--- src/rtl/dma_chan_pkg.sv ---
package dma_chan_pkg;
  typedef enum logic [1:0] {ST_IDLE, ST_RD, ST_WR} dma_st_e;
endpackage

--- src/rtl/dma_addr_gen.sv ---
module dma_addr_gen #(
  parameter int AW = 24,
  parameter int NW = 20
) (
  input  logic          clk,
  input  logic          rst,
  input  logic          load,
  input  logic [AW-1:0] mar_in,
  input  logic [7:0]    io_in,
  input  logic          wide_in,
  input  logic          word_in,
  input  logic          dec_in,
  input  logic          step,
  output logic [AW-1:0] mar,
  output logic [AW-1:0] io_addr
);
  localparam logic [AW-1:0] NMASK = {{(AW-NW){1'b0}}, {NW{1'b1}}};

  logic [7:0]    io_q;
  logic          wide_q, word_q, dec_q;
  logic [AW-1:0] stepv, nxt;

  assign stepv = {{(AW-2){1'b0}}, word_q, ~word_q};
  assign nxt   = dec_q ? (mar - stepv) : (mar + stepv);
  assign io_addr = wide_q ? {{(AW-8){1'b1}}, io_q}
                          : {{(AW-NW){1'b0}}, {(NW-8){1'b1}}, io_q};

  always_ff @(posedge clk) begin
    if (rst) begin
      mar <= '0; io_q <= '0; wide_q <= 1'b0; word_q <= 1'b0; dec_q <= 1'b0;
    end else if (load) begin
      mar    <= wide_in ? mar_in : (mar_in & NMASK);
      io_q   <= io_in;
      wide_q <= wide_in;
      word_q <= word_in;
      dec_q  <= dec_in;
    end else if (step) begin
      mar <= wide_q ? nxt : (nxt & NMASK);
    end
  end

  // every completed unit moves the memory pointer
  a_r3_mar_moves: assert property (@(posedge clk) disable iff (rst)
    (step && !load) |=> (mar != $past(mar)));
endmodule

--- src/rtl/dma_blk_cnt.sv ---
module dma_blk_cnt #(
  parameter int SW = 8,
  parameter int CW = 16
) (
  input  logic          clk,
  input  logic          rst,
  input  logic          load,
  input  logic [SW-1:0] size_in,
  input  logic [CW-1:0] count_in,
  input  logic          unit_done,
  output logic [SW-1:0] left,
  output logic [CW-1:0] count,
  output logic          blk_end,
  output logic          xfer_last
);
  logic [SW-1:0] init_q;

  assign blk_end   = (left == SW'(1));
  assign xfer_last = blk_end && (count == CW'(1));

  always_ff @(posedge clk) begin
    if (rst) begin
      left <= '0; count <= '0; init_q <= '0;
    end else if (load) begin
      left <= size_in; init_q <= size_in; count <= count_in;
    end else if (unit_done) begin
      if (blk_end) begin
        left  <= init_q;
        count <= count - CW'(1);
      end else begin
        left <= left - SW'(1);
      end
    end
  end

  // a finished block reloads the size counter
  a_r4_reload: assert property (@(posedge clk) disable iff (rst)
    (unit_done && blk_end && !load) |=> (left == init_q));
  // a unit inside a block counts down by one
  a_r4_count_down: assert property (@(posedge clk) disable iff (rst)
    (unit_done && !blk_end && !load) |=> (left == $past(left) - SW'(1)));
endmodule

--- src/rtl/blk_dma_chan.sv ---
module blk_dma_chan
  import dma_chan_pkg::*;
#(
  parameter int AW = 24,
  parameter int NW = 20,
  parameter int DW = 16,
  parameter int SW = 8,
  parameter int CW = 16
) (
  input  logic          clk,
  input  logic          rst,
  input  logic          cfg_load,
  input  logic [AW-1:0] cfg_mar,
  input  logic [7:0]    cfg_io,
  input  logic [SW-1:0] cfg_size,
  input  logic [CW-1:0] cfg_count,
  input  logic          cfg_dir,
  input  logic          cfg_word,
  input  logic          cfg_dec,
  input  logic          cfg_wide,
  input  logic          cfg_irq_en,
  input  logic          master_set,
  input  logic          act_req,
  input  logic          nmi,
  output logic          bus_req,
  output logic          bus_we,
  output logic          bus_word,
  output logic [AW-1:0] bus_addr,
  output logic [DW-1:0] bus_wdata,
  input  logic          bus_gnt,
  input  logic [DW-1:0] bus_rdata,
  output logic          act_clr,
  output logic          tend_irq,
  output logic          overrun,
  output logic          xfer_en,
  output logic          master_en,
  output logic [SW-1:0] blk_left,
  output logic [CW-1:0] blk_count,
  output logic [AW-1:0] mar
);
  dma_st_e       st;
  logic          nmi_q, nmi_pend, dir_q, word_q, irq_q;
  logic [DW-1:0] data_q;
  logic [AW-1:0] io_addr;
  logic          busy, load, nmi_edge, halt, start, unit_done, blk_end, xfer_last;

  assign busy      = (st != ST_IDLE);
  assign load      = cfg_load && !busy;
  assign nmi_edge  = nmi && !nmi_q;
  assign halt      = nmi_edge || nmi_pend;
  assign start     = !busy && act_req && xfer_en && master_en && !halt;
  assign unit_done = (st == ST_WR) && bus_gnt;

  dma_addr_gen #(.AW(AW), .NW(NW)) u_addr (
    .clk(clk), .rst(rst), .load(load), .mar_in(cfg_mar), .io_in(cfg_io),
    .wide_in(cfg_wide), .word_in(cfg_word), .dec_in(cfg_dec),
    .step(unit_done), .mar(mar), .io_addr(io_addr));

  dma_blk_cnt #(.SW(SW), .CW(CW)) u_cnt (
    .clk(clk), .rst(rst), .load(load), .size_in(cfg_size), .count_in(cfg_count),
    .unit_done(unit_done), .left(blk_left), .count(blk_count),
    .blk_end(blk_end), .xfer_last(xfer_last));

  assign bus_req   = busy;
  assign bus_we    = (st == ST_WR);
  assign bus_word  = word_q;
  assign bus_addr  = ((st == ST_WR) ^ dir_q) ? io_addr : mar;
  assign bus_wdata = word_q ? data_q : {{(DW-8){1'b0}}, data_q[7:0]};

  always_ff @(posedge clk) begin
    if (rst) begin
      st <= ST_IDLE; nmi_q <= 1'b0; nmi_pend <= 1'b0;
      xfer_en <= 1'b0; master_en <= 1'b0;
      dir_q <= 1'b0; word_q <= 1'b0; irq_q <= 1'b0; data_q <= '0;
      act_clr <= 1'b0; tend_irq <= 1'b0; overrun <= 1'b0;
    end else begin
      nmi_q    <= nmi;
      act_clr  <= 1'b0;
      tend_irq <= 1'b0;
      overrun  <= busy && act_req;
      if (nmi_edge && busy) nmi_pend <= 1'b1;
      if (master_set) master_en <= 1'b1;
      if (load) begin
        xfer_en <= 1'b1; dir_q <= cfg_dir; word_q <= cfg_word; irq_q <= cfg_irq_en;
      end
      unique case (st)
        ST_IDLE: begin
          if (halt) begin
            master_en <= 1'b0; nmi_pend <= 1'b0;
          end else if (start) begin
            st <= ST_RD; act_clr <= 1'b1;
          end
        end
        ST_RD: begin
          if (bus_gnt) begin
            data_q <= bus_rdata; st <= ST_WR;
          end
        end
        ST_WR: begin
          if (bus_gnt) begin
            if (halt) begin
              master_en <= 1'b0; nmi_pend <= 1'b0;
            end
            if (xfer_last) begin
              xfer_en <= 1'b0; tend_irq <= irq_q; st <= ST_IDLE;
            end else if (halt) begin
              st <= ST_IDLE; act_clr <= !blk_end;
            end else if (blk_end) begin
              st <= ST_IDLE;
            end else begin
              st <= ST_RD;
            end
          end
        end
        default: st <= ST_IDLE;
      endcase
    end
  end

  // a stop request takes effect right after the unit's write
  a_r6_nmi_halt: assert property (@(posedge clk) disable iff (rst)
    (unit_done && halt) |=> (!master_en && !bus_req));
  // a channel without master enable never starts
  a_r7_gate: assert property (@(posedge clk) disable iff (rst)
    (!busy && !master_en) |=> !bus_req);
  // end-of-transfer pulse only once the run enable is down
  a_r5_tend: assert property (@(posedge clk) disable iff (rst)
    tend_irq |-> !xfer_en);
  // a request during a block is flagged
  a_r9_overrun: assert property (@(posedge clk) disable iff (rst)
    (busy && act_req) |=> overrun);
  // a write phase always follows a read phase
  a_r2_rd_then_wr: assert property (@(posedge clk) disable iff (rst)
    (bus_req && bus_we) |-> $past(bus_req));
endmodule

--- config.mk ---
export PLATFORM = sky130hd
export DESIGN_NAME = blk_dma_chan
export DESIGN_NICKNAME = d
export VERILOG_FILES = /design/src/rtl/dma_chan_pkg.sv /design/src/rtl/dma_addr_gen.sv /design/src/rtl/dma_blk_cnt.sv /design/src/rtl/blk_dma_chan.sv
export SDC_FILE = /design/constraint.sdc
export NUM_CORES = 1
export LEC_CHECK = 0
export BUFFER_PORTS_ARGS = -buffer_cell sky130_fd_sc_hd__buf_2
export CORE_MARGIN = 2
export CORE_UTILIZATION = 53
export CTS_CLUSTER_SIZE = 20
export DETAILED_ROUTE_END_ITERATION = 8
export PLACE_DENSITY_LB_ADDON = 0.2
export SETUP_SLACK_MARGIN = 0.4
export SLEW_MARGIN = 20
export SYNTH_ARGS = -nofsm -noshare
export SYNTH_HDL_FRONTEND = slang
export SYNTH_HIERARCHICAL = 1
export SYNTH_SLANG_ARGS = --single-unit
--- constraint.sdc ---
create_clock -name clk -period 3.6 [get_ports clk]
set_clock_uncertainty 0.1 [all_clocks]
set_input_delay 0.18 -clock clk [delete_from_list [all_inputs] [get_ports clk]]
set_output_delay 0.18 -clock clk [all_outputs]
set_load 0.05 [all_outputs]
==> run_results.csv <==
group,metric,value,unit
synth,yosysSeqAreaShare,30.12,%
setup_path,critical_path.max_fanout,11,
setup_path,crit_type,"reg2reg",
run_status,status,"finished with violations",
pwr,vdd_drop_max,0.2965,mV
clock_tree,cts_setup_buffers,0,
timing,setup_viol,0,
synth,ys.flop_type,"dfxtp_1",
timing,tightest_slew,1.019,ns
timing,finalCriticalPeriod,2.982,ns
finish,final_layout_size_suffix_gt1_share,25.82,%
finish,multi_input_comb_area,3980,sq um
min_path,hold_path_depth,3,
floorplanning,dieWidth,113.1,um
drt,via_count,6521,
drt,finalWirelength,18710,um
global_route,globalRouteOverflowTotal,0,
synth,netlist_instances,767,
clock_tree,root_buffer,"clkbuf_16",
min_path,hold_class,"in2reg",
min_path,hold_start,"cfg_count[0]",
finish,fillers,939,
global_route,antenna_found_initial,0,
job,maxCapViolations,0,
placed_design,gp_congestion,0.9335,
floorplanning,row_count,39,
floorplanning,io_pins,180,
floorplanning,core-area,11520,sq um
placed_design,dpl_cell_area,7122,sq um
setup_path,r2r_cells,6,
synth,netlist_area,6314,sq um
synth,synth_area_leader_cell,"dfxtp_1",
clock_tree,tritoncts,"built",
drt,wl_per_cell,16.78,um
clock_tree,htreeDepth,3,
floorplanning,dieArea,12800,sq um
setup_path,worstSetupStartpointType,"flop",
synth,avgSynthCellArea,8.231,sq um
timing,period_share,82.83,%
drt,ant_nets,0,
synth,ys_async_sr_fraction,0,%
finish,final_common_cell,"buf_2",
finish,seqCellArea,1902,sq um
synth,netlist_top_cells_area,"dfxtp_1 (30%), ha_1 (5.4%), a21oi_1 (5.0%)",
finish,nets,1079,
finish,n_antenna_cell,0,
floorplanning,start_util,54.82,%
finish,finalInstanceArea,7978,sq um
pwr,combPwrFrac,31.3,%
drt,viasPerCell,5.848,
floorplanning,die-height,113.1,um
clock_tree,cts_buffer_depth,2,
clock_tree,clock-sinks,95,
global_route,grt_max_degree,74,
pwr,swShare,37.32,%
finish,layout_common_cells,"buf_2 (179), dfxtp_1 (95), nand2_1 (73)",
setup_path,endpoint_kind,"flop",
timing,hold_viol,1,
synth,synth_top_cell_area_share,30.12,%
timing,finalSetupTns,0,ns
timing,maxSlewHeadroom,31.74,%
min_path,whs_endpoint,"u_cnt/count[0]",
global_route,grt_use_total,28.97,%
finish,area_delta_synth_final,26.36,%
global_route,grt_pass1_vias,6296,
setup_path,rrSetupSlack,0.62,ns
clock_tree,clkTransAtPathRegs,0.07,ns
pwr,clockPowerShare,31.6,%
timing,slew_violations,0,
pwr,report.power.total,3225,uW
setup_path,r2r_end,"u_cnt/count[14]",
clock_tree,clock_latency,0.36,ns
synth,ys_types,86,
run_status,violations,"design-rule violations, negative hold slack",
synth,synth_edf_count,0,
drt,drc,10,
placed_design,port_buffers,179,
synth,yosysWarningCount,6,
drt,dr.pass1.iters,7,
pwr,power_switching,1204,uW
global_route,grt_pass1_wl,30650,um
timing,timing.hold.ws,-0.0002102,ns
placed_design,dp_hpwl,12980,um
setup_path,reg2reg_from,"st[1]",
clock_tree,cts-buffers-inserted,9,
drt,drt_iter0_markers,461,
timing,fmax,335.4,MHz
pwr,p_leak,0.003624,uW
pwr,p_per_area,404.2,nW/um^2
timing,rsz0062_at_grt,"false",
setup_path,cp.arrival,3.14,ns
pwr,seq_power_share,37.1,%
pwr,intPower,2021,uW
synth,ys_ff_latch,95,
setup_path,crit_required,3.76,ns
## worst max path at each step
stage,from,endpoint,slack [ns]
2_1_floorplan,u_addr/dec_q,u_addr/mar[16],0.64
3_3_place_gp,u_addr/mar[0],u_addr/mar[16],0.78
3_5_place_dp,st[1],u_cnt/count[14],0.70
4_1_cts,st[1],u_cnt/count[14],0.67
5_1_grt,st[1],u_cnt/count[11],0.49
6_report,st[1],u_cnt/count[14],0.62
## state kept, by name, indices dropped and copies added, names as in the netlist, 2 cells and up
| signal | count |
|---|---|
| data_q | 16 |
| u_cnt/left | 8 |
| u_addr/mar | 24 |
| u_cnt/init_q | 8 |
| st | 2 |
| u_addr/io_q | 8 |
| u_cnt/count | 16 |
## timing repair
action                    in CTS  in global routing
hold endpoints to repair      56                  0
gates resized for setup        0                  0
hold buffers                  55                  0
## Yosys cell counts (all sizes together) (9+ instances only)
library cell and number:
and3 9, a221oi 10, and2 14, buf 37
o21ai 32, inv 25, nor3 20, ha 27
or3 14, nand2 73, clkbuf 28, xnor2 15
a21oi 63, xor2 11, nor2 67, a31oi 20
a211oi 15, mux2 24, mux2i 24, nand3 15
dfxtp 95, a21o 13
## routing by layer
metal	wire, um	track usage (%)	vias up	part of all wire [%]
met3	1081	5.624	28	5.8
met5	0	0	-	0
met1	7904	36.01	3096	42
met2	9417	50.54	230	50
li1	-	-	3167	-
met4	310	9.268	0	1.7
## final cells by class
class	instances	share of cell area, %
tap	143	2.243
multi-input combinational	592	49.89
sequential	95	23.84
inverter	26	1.223
clock inverter	6	0.9567
clock buffer	10	2.870
timing repair buffer	243	18.98
## kinds of logic after synthesis
logic type	Yosys count	synth area share [%]
other	1	0.05940
multiplexers	48	8.086
adder cells (fa/ha/maj)	29	5.826
XOR/XNOR	26	3.726
AO/OA/AOI/OAI	208	22.18
buffers and inverters	91	7.570
flip-flops	95	30.12
AND/OR/NAND/NOR	269	22.43
## critical path: stages (launching register included)
cell	delay (ns)
dfxtp_1	0.48
nor2b_4	0.24
and2_1	0.40
or4b_4	0.56
or3_4	0.40
or4_1	0.41
a311oi_1	0.28
## power groups by stage
stage | Sequential [uW] | Clock [uW] | Combinational (uW)
2_1_floorplan | 1360 | 0 | 593
4_1_cts | 1190 | 1030 | 999
5_1_grt | 1210 | 1070 | 1080
3_5_place_dp | 1220 | 0 | 947
6_report | 1200 | 1020 | 1010
3_3_place_gp | 1210 | 0 | 934
## per-stage QoR
stage / std cells / setup slack, ns / util, % / hold slack [ns]
after CTS: 1115 / 0.6712 / 69.27 / 0.0006265
after detailed placement: 1044 / 0.7017 / 61.84 / 0.3105
after floorplan: 778 / 0.6362 / - / 0.2082
after global placement: 1044 / 0.7773 / 61.84 / 0.3032
after global routing: 1115 / 0.4917 / 69.27 / 0.01436
final: 1115 / 0.6183 / 69.27 / -0.0002102
No activity file was read; power rests on OpenSTA's default activity.
